### config.mk
export PLATFORM = sky130hd
export DESIGN_NAME = prescaled_reload_timer
export DESIGN_NICKNAME = d
export VERILOG_FILES = /design/src/rtl/prt_pkg.sv /design/src/rtl/prt_prescaler.sv /design/src/rtl/prt_counter.sv /design/src/rtl/prt_irq.sv /design/src/rtl/prt_softrst.sv /design/src/rtl/prescaled_reload_timer.sv
export SDC_FILE = /design/constraint.sdc
export NUM_CORES = 1
export LEC_CHECK = 0
export BUFFER_PORTS_ARGS = -buffer_cell sky130_fd_sc_hd__clkbuf_2
export CORE_MARGIN = 4
export CORE_UTILIZATION = 45
export CTS_BUF_LIST = sky130_fd_sc_hd__clkbuf_4
export CTS_CLUSTER_DIAMETER = 120
export DETAILED_ROUTE_END_ITERATION = 8
export PLACE_DENSITY = 0.73
export SYNTH_ARGS = -nofsm -noshare
export SYNTH_HDL_FRONTEND = slang
export SYNTH_HIERARCHICAL = 1
export SYNTH_SLANG_ARGS = --single-unit
### constraint.sdc
create_clock -name clk_i -period 7.6 [get_ports clk_i]
set_input_delay 1.9 -clock clk_i [delete_from_list [all_inputs] [get_ports clk_i]]
set_output_delay 1.9 -clock clk_i [all_outputs]
set_load 0.01 [all_outputs]
### src/rtl/prt_pkg.sv
package prt_pkg;

   // register word addresses
   localparam int unsigned REG_REV = 0;
   localparam int unsigned REG_CFG = 1;
   localparam int unsigned REG_RST = 2;
   localparam int unsigned REG_STS = 3;
   localparam int unsigned REG_ENA = 4;
   localparam int unsigned REG_CTL = 5;
   localparam int unsigned REG_CNT = 6;
   localparam int unsigned REG_RLD = 7;

   // configuration and status bit positions
   localparam int unsigned CFG_SOFT  = 1;
   localparam int unsigned RST_DONE  = 0;
   localparam int unsigned NUM_FLAGS = 3;
   localparam int unsigned IRQ_OVF   = 0;
   localparam int unsigned IRQ_MAT   = 1;
   localparam int unsigned IRQ_CAP   = 2;

   localparam int unsigned PTV_W = 3;
   localparam int unsigned CTL_W = PTV_W + 3;

   // control register, bit 0 first from the right
   typedef struct packed {
      logic             ps_en;
      logic [PTV_W-1:0] ptv;
      logic             auto_rld;
      logic             run;
   } ctl_t;

endpackage

### src/rtl/prt_prescaler.sv
module prt_prescaler #(
   parameter int unsigned PTV_W         = 3,
   parameter bit          HAS_PRESCALER = 1'b1
) (
   input  logic             clk_i,
   input  logic             rst_ni,
   input  logic             clr_i,
   input  logic             restart_i,
   input  logic             run_i,
   input  logic             ps_en_i,
   input  logic [PTV_W-1:0] ptv_i,
   output logic             tick_o
);

   localparam int unsigned PS_W = 1 << PTV_W;

   generate
      if (HAS_PRESCALER) begin : g_div
         localparam logic [PS_W-1:0] ONES = '1;
         logic [PS_W-1:0] ps_q;
         logic [PS_W-1:0] term;
         logic            hit;

         // terminal count is 2^(ptv+1)-1
         assign term   = ONES >> (PTV_W'(PS_W - 1) - ptv_i);
         assign hit    = (ps_q == term);
         assign tick_o = run_i && (!ps_en_i || hit);

         always_ff @(posedge clk_i or negedge rst_ni) begin
            if (!rst_ni) begin
               ps_q <= '0;
            end else if (clr_i || restart_i) begin
               ps_q <= '0;
            end else if (run_i && ps_en_i) begin
               ps_q <= hit ? '0 : ps_q + 1'b1;
            end
         end
      end else begin : g_nodiv
         logic unused_div;
         assign unused_div = &{1'b0, clk_i, rst_ni, clr_i, restart_i, ps_en_i, ptv_i};
         assign tick_o     = run_i;
      end
   endgenerate

endmodule

### src/rtl/prt_counter.sv
module prt_counter #(
   parameter int unsigned CNT_W = 32
) (
   input  logic             clk_i,
   input  logic             rst_ni,
   input  logic             clr_i,
   input  logic             tick_i,
   input  logic             auto_rld_i,
   input  logic             cnt_we_i,
   input  logic             rld_we_i,
   input  logic [CNT_W-1:0] wdata_i,
   output logic [CNT_W-1:0] cnt_o,
   output logic [CNT_W-1:0] rld_o,
   output logic             ovf_o
);

   localparam logic [CNT_W-1:0] CNT_MAX = '1;

   logic [CNT_W-1:0] cnt_q;
   logic [CNT_W-1:0] rld_q;
   logic [CNT_W-1:0] cnt_next;
   logic             at_max;

   assign at_max = (cnt_q == CNT_MAX);
   assign ovf_o  = tick_i && at_max && !clr_i;

   always_comb begin
      cnt_next = cnt_q;
      if (cnt_we_i) begin
         cnt_next = wdata_i;
      end else if (tick_i) begin
         if (at_max) begin
            cnt_next = auto_rld_i ? rld_q : '0;
         end else begin
            cnt_next = cnt_q + 1'b1;
         end
      end
   end

   always_ff @(posedge clk_i or negedge rst_ni) begin
      if (!rst_ni) begin
         cnt_q <= '0;
         rld_q <= '0;
      end else if (clr_i) begin
         cnt_q <= '0;
         rld_q <= '0;
      end else begin
         cnt_q <= cnt_next;
         if (rld_we_i) begin
            rld_q <= wdata_i;
         end
      end
   end

   assign cnt_o = cnt_q;
   assign rld_o = rld_q;

endmodule

### src/rtl/prt_irq.sv
module prt_irq #(
   parameter int unsigned NFLAG = 3
) (
   input  logic             clk_i,
   input  logic             rst_ni,
   input  logic             clr_i,
   input  logic [NFLAG-1:0] set_i,
   input  logic             sts_we_i,
   input  logic             ena_we_i,
   input  logic [NFLAG-1:0] wdata_i,
   output logic [NFLAG-1:0] sts_o,
   output logic [NFLAG-1:0] ena_o,
   output logic             irq_o
);

   logic [NFLAG-1:0] sts_q;
   logic [NFLAG-1:0] ena_q;
   logic [NFLAG-1:0] w1c_mask;

   assign w1c_mask = sts_we_i ? wdata_i : '0;

   always_ff @(posedge clk_i or negedge rst_ni) begin
      if (!rst_ni) begin
         sts_q <= '0;
         ena_q <= '0;
      end else if (clr_i) begin
         sts_q <= '0;
         ena_q <= '0;
      end else begin
         // a new event wins over a clear in the same cycle
         sts_q <= (sts_q & ~w1c_mask) | set_i;
         if (ena_we_i) begin
            ena_q <= wdata_i;
         end
      end
   end

   assign sts_o = sts_q;
   assign ena_o = ena_q;
   assign irq_o = |(sts_q & ena_q);

endmodule

### src/rtl/prt_softrst.sv
module prt_softrst #(
   parameter int unsigned SR_CYCLES = 4
) (
   input  logic clk_i,
   input  logic rst_ni,
   input  logic go_i,
   output logic busy_o
);

   localparam int unsigned NW = (SR_CYCLES > 1) ? $clog2(SR_CYCLES) : 1;
   localparam logic [NW-1:0] LAST = NW'(SR_CYCLES - 1);

   logic          busy_q;
   logic [NW-1:0] n_q;

   always_ff @(posedge clk_i or negedge rst_ni) begin
      if (!rst_ni) begin
         busy_q <= 1'b0;
         n_q    <= '0;
      end else if (go_i && !busy_q) begin
         busy_q <= 1'b1;
         n_q    <= '0;
      end else if (busy_q) begin
         if (n_q == LAST) begin
            busy_q <= 1'b0;
            n_q    <= '0;
         end else begin
            n_q <= n_q + 1'b1;
         end
      end
   end

   assign busy_o = busy_q;

endmodule

### src/rtl/prescaled_reload_timer.sv
module prescaled_reload_timer
   import prt_pkg::*;
#(
   parameter int unsigned DATA_W        = 32,
   parameter int unsigned CNT_W         = 32,
   parameter int unsigned ADDR_W        = 3,
   parameter int unsigned SR_CYCLES     = 4,
   parameter logic [31:0] REV_ID        = 32'h0000_0021,
   parameter bit          HAS_PRESCALER = 1'b1
) (
   input  logic              clk_i,
   input  logic              rst_ni,
   input  logic [ADDR_W-1:0] addr_i,
   input  logic              we_i,
   input  logic [DATA_W-1:0] wdata_i,
   output logic [DATA_W-1:0] rdata_o,
   output logic              irq_o
);

   // elaboration-time parameter checks
   generate
      if (CNT_W < 2 || CNT_W > DATA_W) begin : g_bad_cnt
         $error("CNT_W must lie between 2 and DATA_W");
      end
      if (DATA_W < CTL_W || DATA_W > 32) begin : g_bad_data
         $error("DATA_W must lie between the control width and 32");
      end
      if (ADDR_W < 3) begin : g_bad_addr
         $error("ADDR_W must cover eight registers");
      end
      if (SR_CYCLES < 1) begin : g_bad_sr
         $error("SR_CYCLES must be at least one");
      end
   endgenerate

   logic             busy;
   logic             sr_go;
   logic             hold;
   logic             sel_cfg, sel_sts, sel_ena, sel_ctl, sel_cnt, sel_rld;
   logic             wr_ctl, wr_cnt, wr_rld, wr_sts, wr_ena;
   ctl_t             ctl_q;
   logic             tick;
   logic             ovf;
   logic [CNT_W-1:0] cnt;
   logic [CNT_W-1:0] rld;
   logic [NUM_FLAGS-1:0] sts;
   logic [NUM_FLAGS-1:0] ena;
   logic [NUM_FLAGS-1:0] set_vec;

   // address decode
   assign sel_cfg = (addr_i == ADDR_W'(REG_CFG));
   assign sel_sts = (addr_i == ADDR_W'(REG_STS));
   assign sel_ena = (addr_i == ADDR_W'(REG_ENA));
   assign sel_ctl = (addr_i == ADDR_W'(REG_CTL));
   assign sel_cnt = (addr_i == ADDR_W'(REG_CNT));
   assign sel_rld = (addr_i == ADDR_W'(REG_RLD));

   // all writes are dropped while a soft reset runs
   assign sr_go  = we_i && sel_cfg && wdata_i[CFG_SOFT] && !busy;
   assign hold   = sr_go || busy;
   assign wr_ctl = we_i && sel_ctl && !busy;
   assign wr_cnt = we_i && sel_cnt && !busy;
   assign wr_rld = we_i && sel_rld && !busy;
   assign wr_sts = we_i && sel_sts && !busy;
   assign wr_ena = we_i && sel_ena && !busy;

   always_ff @(posedge clk_i or negedge rst_ni) begin
      if (!rst_ni) begin
         ctl_q <= '0;
      end else if (hold) begin
         ctl_q <= '0;
      end else if (wr_ctl) begin
         ctl_q <= ctl_t'(wdata_i[CTL_W-1:0]);
      end
   end

   prt_softrst #(
      .SR_CYCLES (SR_CYCLES)
   ) u_softrst (
      .clk_i  (clk_i),
      .rst_ni (rst_ni),
      .go_i   (sr_go),
      .busy_o (busy)
   );

   prt_prescaler #(
      .PTV_W         (PTV_W),
      .HAS_PRESCALER (HAS_PRESCALER)
   ) u_prescaler (
      .clk_i     (clk_i),
      .rst_ni    (rst_ni),
      .clr_i     (hold),
      .restart_i (wr_ctl),
      .run_i     (ctl_q.run),
      .ps_en_i   (ctl_q.ps_en),
      .ptv_i     (ctl_q.ptv),
      .tick_o    (tick)
   );

   prt_counter #(
      .CNT_W (CNT_W)
   ) u_counter (
      .clk_i      (clk_i),
      .rst_ni     (rst_ni),
      .clr_i      (hold),
      .tick_i     (tick),
      .auto_rld_i (ctl_q.auto_rld),
      .cnt_we_i   (wr_cnt),
      .rld_we_i   (wr_rld),
      .wdata_i    (wdata_i[CNT_W-1:0]),
      .cnt_o      (cnt),
      .rld_o      (rld),
      .ovf_o      (ovf)
   );

   // event sources per status flag; only overflow is wired in this block
   generate
      for (genvar i = 0; i < NUM_FLAGS; i++) begin : g_src
         if (i == IRQ_OVF) begin : g_ovf
            assign set_vec[i] = ovf;
         end else begin : g_none
            assign set_vec[i] = 1'b0;
         end
      end
   endgenerate

   prt_irq #(
      .NFLAG (NUM_FLAGS)
   ) u_irq (
      .clk_i    (clk_i),
      .rst_ni   (rst_ni),
      .clr_i    (hold),
      .set_i    (set_vec),
      .sts_we_i (wr_sts),
      .ena_we_i (wr_ena),
      .wdata_i  (wdata_i[NUM_FLAGS-1:0]),
      .sts_o    (sts),
      .ena_o    (ena),
      .irq_o    (irq_o)
   );

   // read mux
   always_comb begin
      rdata_o = '0;
      case (addr_i)
         ADDR_W'(REG_REV): rdata_o = DATA_W'(REV_ID);
         ADDR_W'(REG_CFG): rdata_o[CFG_SOFT] = busy;
         ADDR_W'(REG_RST): rdata_o[RST_DONE] = !busy;
         ADDR_W'(REG_STS): rdata_o[NUM_FLAGS-1:0] = sts;
         ADDR_W'(REG_ENA): rdata_o[NUM_FLAGS-1:0] = ena;
         ADDR_W'(REG_CTL): rdata_o[CTL_W-1:0] = ctl_q;
         ADDR_W'(REG_CNT): rdata_o[CNT_W-1:0] = cnt;
         ADDR_W'(REG_RLD): rdata_o[CNT_W-1:0] = rld;
         default:          rdata_o = '0;
      endcase
   end

endmodule

==> flow_metrics.py <==
metrics = {
    "outcome": {
        "status": "complete, no violations",
    },
    "global_route": {
        "antenna_found_initial": 0,
        "grt_overflow": 0,
        "grt_usage_pct": 22.5,
        "grt_pass1_vias": 5251,
        "grt_pass1_wl_um": 26800,
        "grt_max_degree": 81,
    },
    "placement": {
        "dp_hpwl_um": 11200,
        "gp_congestion": 0.878,
        "post-place-ws_ns": 2.27,
        "dp.cells": 849,
        "io_buffers": 70,
    },
    "synth": {
        "synth_ff_type": "dfrtp_1",
        "synthArstFlopShare_pct": 100,
        "synth_top_area_share_pct": 37.1,
        "synth_edf_count": 0,
        "yosys-top-cells-area": "dfrtp_1 37%, mux2i_1 6.8%, a22o_1 4.6%",
        "netlist_area_um2": 5860,
        "ys_ff_latch": 87,
        "netlist-cell-type-count": 83,
        "ys_warn_count": 6,
        "syn_avg_cell_area_um2": 9.16,
        "yosys.area.top_type": "dfrtp_1",
        "synth-seq-area-share_pct": 37.1,
        "netlist_instances": 640,
    },
    "finish": {
        "n_antenna_cell": 0,
        "fin_cells": 863,
        "layout_common_cells": "87 x dfrtp_1, 69 x clkbuf_2, 68 x nor2_1",
        "drive_above_1_share_pct": 19.8,
        "layout_commonest_cell": "dfrtp_1",
        "area_growth_pct": 8.90,
        "nNetsFinal": 729,
    },
    "sta": {
        "period_minus_slack_ns": 5.32,
        "max_slew_margin_pct": 39.8,
        "fmax_ghz": 0.188,
        "rsz0062_at_grt": "false",
        "skew_ns": 0.0119,
        "hold_violations": 0,
        "drv_slew": 0,
        "period_share_pct": 70.0,
        "hold_ws_ns": 0.521,
        "worst-slew-pin-transition_ns": 0.903,
        "fin_setup_tns_ns": 0,
        "finalSetupViolCount": 0,
        "fin_ws_ns": 2.28,
    },
    "clock_tree": {
        "cts.clk_slew.worst_paths_ns": 0.13,
        "cts.sinks": 87,
        "clock_path_buffers": 2,
        "post_cts_resized": 0,
        "cts_tree": "yes",
        "h-tree-depth": 3,
        "clk_latency_ns": 0.46,
        "root_buffer": "clkbuf_4",
        "cts_setup_buffers": 0,
        "cts_inserted_buffers": 9,
        "postCtsHoldBufs": 0,
    },
    "setup_path": {
        "r2r-start": "ctl_q[2]$_DFFE_PN0P_",
        "r2r_cells": 11,
        "critPathKind": "primary input to primary output",
        "r2r_slack_ns": 4.34,
        "cp_max_fo": 26,
        "worstSetupEndpointType": "primary output",
        "reg2reg_to": "u_counter/cnt_o[27]$_DFFE_PN0P_",
        "required_ns": 5.70,
        "startpoint_type": "primary input",
        "crit_arrival_ns": 3.42,
    },
    "die": {
        "initial_utilization_pct": 46.3,
        "dieArea_um2": 14900,
        "die_y_um": 122,
        "fp.coreArea_um2": 12700,
        "io_pins": 71,
        "num_rows": 41,
        "die_w_um": 122,
    },
    "worst_hold_path": {
        "whs_endpoint": "u_softrst/n_q[1]$_DFFE_PN0P_",
        "hold_depth": 1,
        "min_from": "u_softrst/n_q[1]$_DFFE_PN0P_",
        "min_path_type": "register to register",
    },
    "drt": {
        "drt_iter0_markers": 494,
        "drc_errors": 0,
        "wl_um": 16400,
        "drt-vias-per-instance": 6.18,
        "ant_nets": 0,
        "first_pass_iters": 5,
        "avgRoutedWirePerCell_um": 19.0,
        "num_vias": 5337,
    },
    "run": {
        "maxCapViolations": 0,
    },
    "pwr": {
        "power.density_nw_per_um2": 244,
        "leakage_nw": 2.74,
        "p_total_w": 0.00156,
        "max-vdd-ir-drop_uv": 166,
    },
}
## worst max-delay path by stage
stage	start	endpoint	slack, ns	cells after the start
floorplan	addr_i[2]	rdata_o[1]	3.01	4
global placement	addr_i[0]	rdata_o[25]	2.36	5
detailed placement	addr_i[1]	rdata_o[17]	2.27	5
CTS	addr_i[0]	rdata_o[20]	2.27	5
global route	addr_i[1]	rdata_o[23]	2.13	5
finish	addr_i[1]	rdata_o[20]	2.28	5
## worst max-delay path, cell delays in order
cell      delay, ns
clkbuf_2       0.28
inv_2          0.20
nor2_4         0.61
a22o_1         0.27
clkbuf_2       0.13
## flip-flops by register name, indices dropped and copies added, names as in the netlist
signal                  flops
u_counter/cnt_o            32
u_counter/rld_o            32
u_prescaler/g_div.ps_q      8
ctl_q                       6
u_irq/ena_o                 3
u_irq/sts_o                 3
u_softrst/n_q               2
u_softrst/busy_o            1
## Yosys cell counts, types with 3 or more instances
| cell | count |
|---|---|
| nand3_1 | 23 |
| nor3b_1 | 11 |
| o31ai_1 | 5 |
| and2_1 | 3 |
| buf_4 | 4 |
| o22ai_1 | 6 |
| buf_1 | 8 |
| o21ai_1 | 9 |
| nor3_1 | 15 |
| nand2_1 | 43 |
| and4_1 | 7 |
| a32o_1 | 3 |
| a311oi_1 | 7 |
| a211o_1 | 3 |
| a21oi_2 | 6 |
| a21oi_1 | 46 |
| o21ai_0 | 19 |
| inv_1 | 13 |
| a22oi_1 | 6 |
| ha_1 | 3 |
| a211oi_1 | 3 |
| a22o_1 | 31 |
| xor2_1 | 10 |
| nor4b_1 | 3 |
| nor4_1 | 4 |
| a31o_2 | 3 |
| nor2b_1 | 6 |
| buf_6 | 5 |
| mux2i_1 | 40 |
| clkbuf_1 | 18 |
| or3_1 | 4 |
| nor2_1 | 68 |
| a31oi_1 | 8 |
| dfrtp_1 | 87 |
| buf_2 | 6 |
| xnor2_1 | 11 |
| nand2b_1 | 5 |
| nand4_1 | 13 |
| o32ai_1 | 3 |
| nor4_4 | 3 |
| nand4_2 | 3 |
| and3_1 | 13 |
## through the flow
step                util [%]  instance area, um2
floorplan                  -                5880
global placement        49.6                6290
detailed placement      49.6                6290
CTS                     50.4                6390
global route            50.4                6390
finish                  50.4                6390
## logic make-up after synthesis
family / count (synthesis) / share of synthesized area (%)
buffers and inverters: 57 / 4.69
adder cells (fa/ha/maj): 3 / 0.640
flip-flops: 87 / 37.1
AND/OR/NAND/NOR: 248 / 24.6
other: 1 / 0.0639
XOR/XNOR: 21 / 3.14
AO/OA/AOI/OAI: 177 / 21.3
multiplexers: 46 / 8.43
## layer usage
| metal | global-route usage (%) | vias to the layer above | part of all wire, % |
|---|---|---|---|
| met2 | 37.8 | 200 | 49 |
| met1 | 29.3 | 2628 | 43 |
| met3 | 5.43 | 23 | 6.2 |
| met5 | 0 | - | 0 |
| met4 | 5.74 | 0 | 1.5 |
| li1 | - | 2486 | - |
## area by class of cell
cell class                      instances  area [um2]
Inverter                               15        56.3
Clock inverter                          2        10.0
Multi-Input combinational cell        499        3440
Timing Repair Buffer                   76         398
Sequential cell                        87        2180
Fill cell                            1211        6280
Clock buffer                           12        90.1
Tap cell                              172         215
## report_power, final
| group | leakage, nW | switching, W | total, W | internal [W] |
|---|---|---|---|---|
| logic | 1.50 | 0.000324 | 0.000558 | 0.000233 |
| registers | 1.18 | 0.000188 | 0.000771 | 0.000583 |
| clock network | 0.0630 | 0.000153 | 0.000228 | 0.0000741 |
| total | 2.74 | 0.000666 | 0.00156 | 0.000890 |
Note: power is estimated with default switching activity, not from simulation.
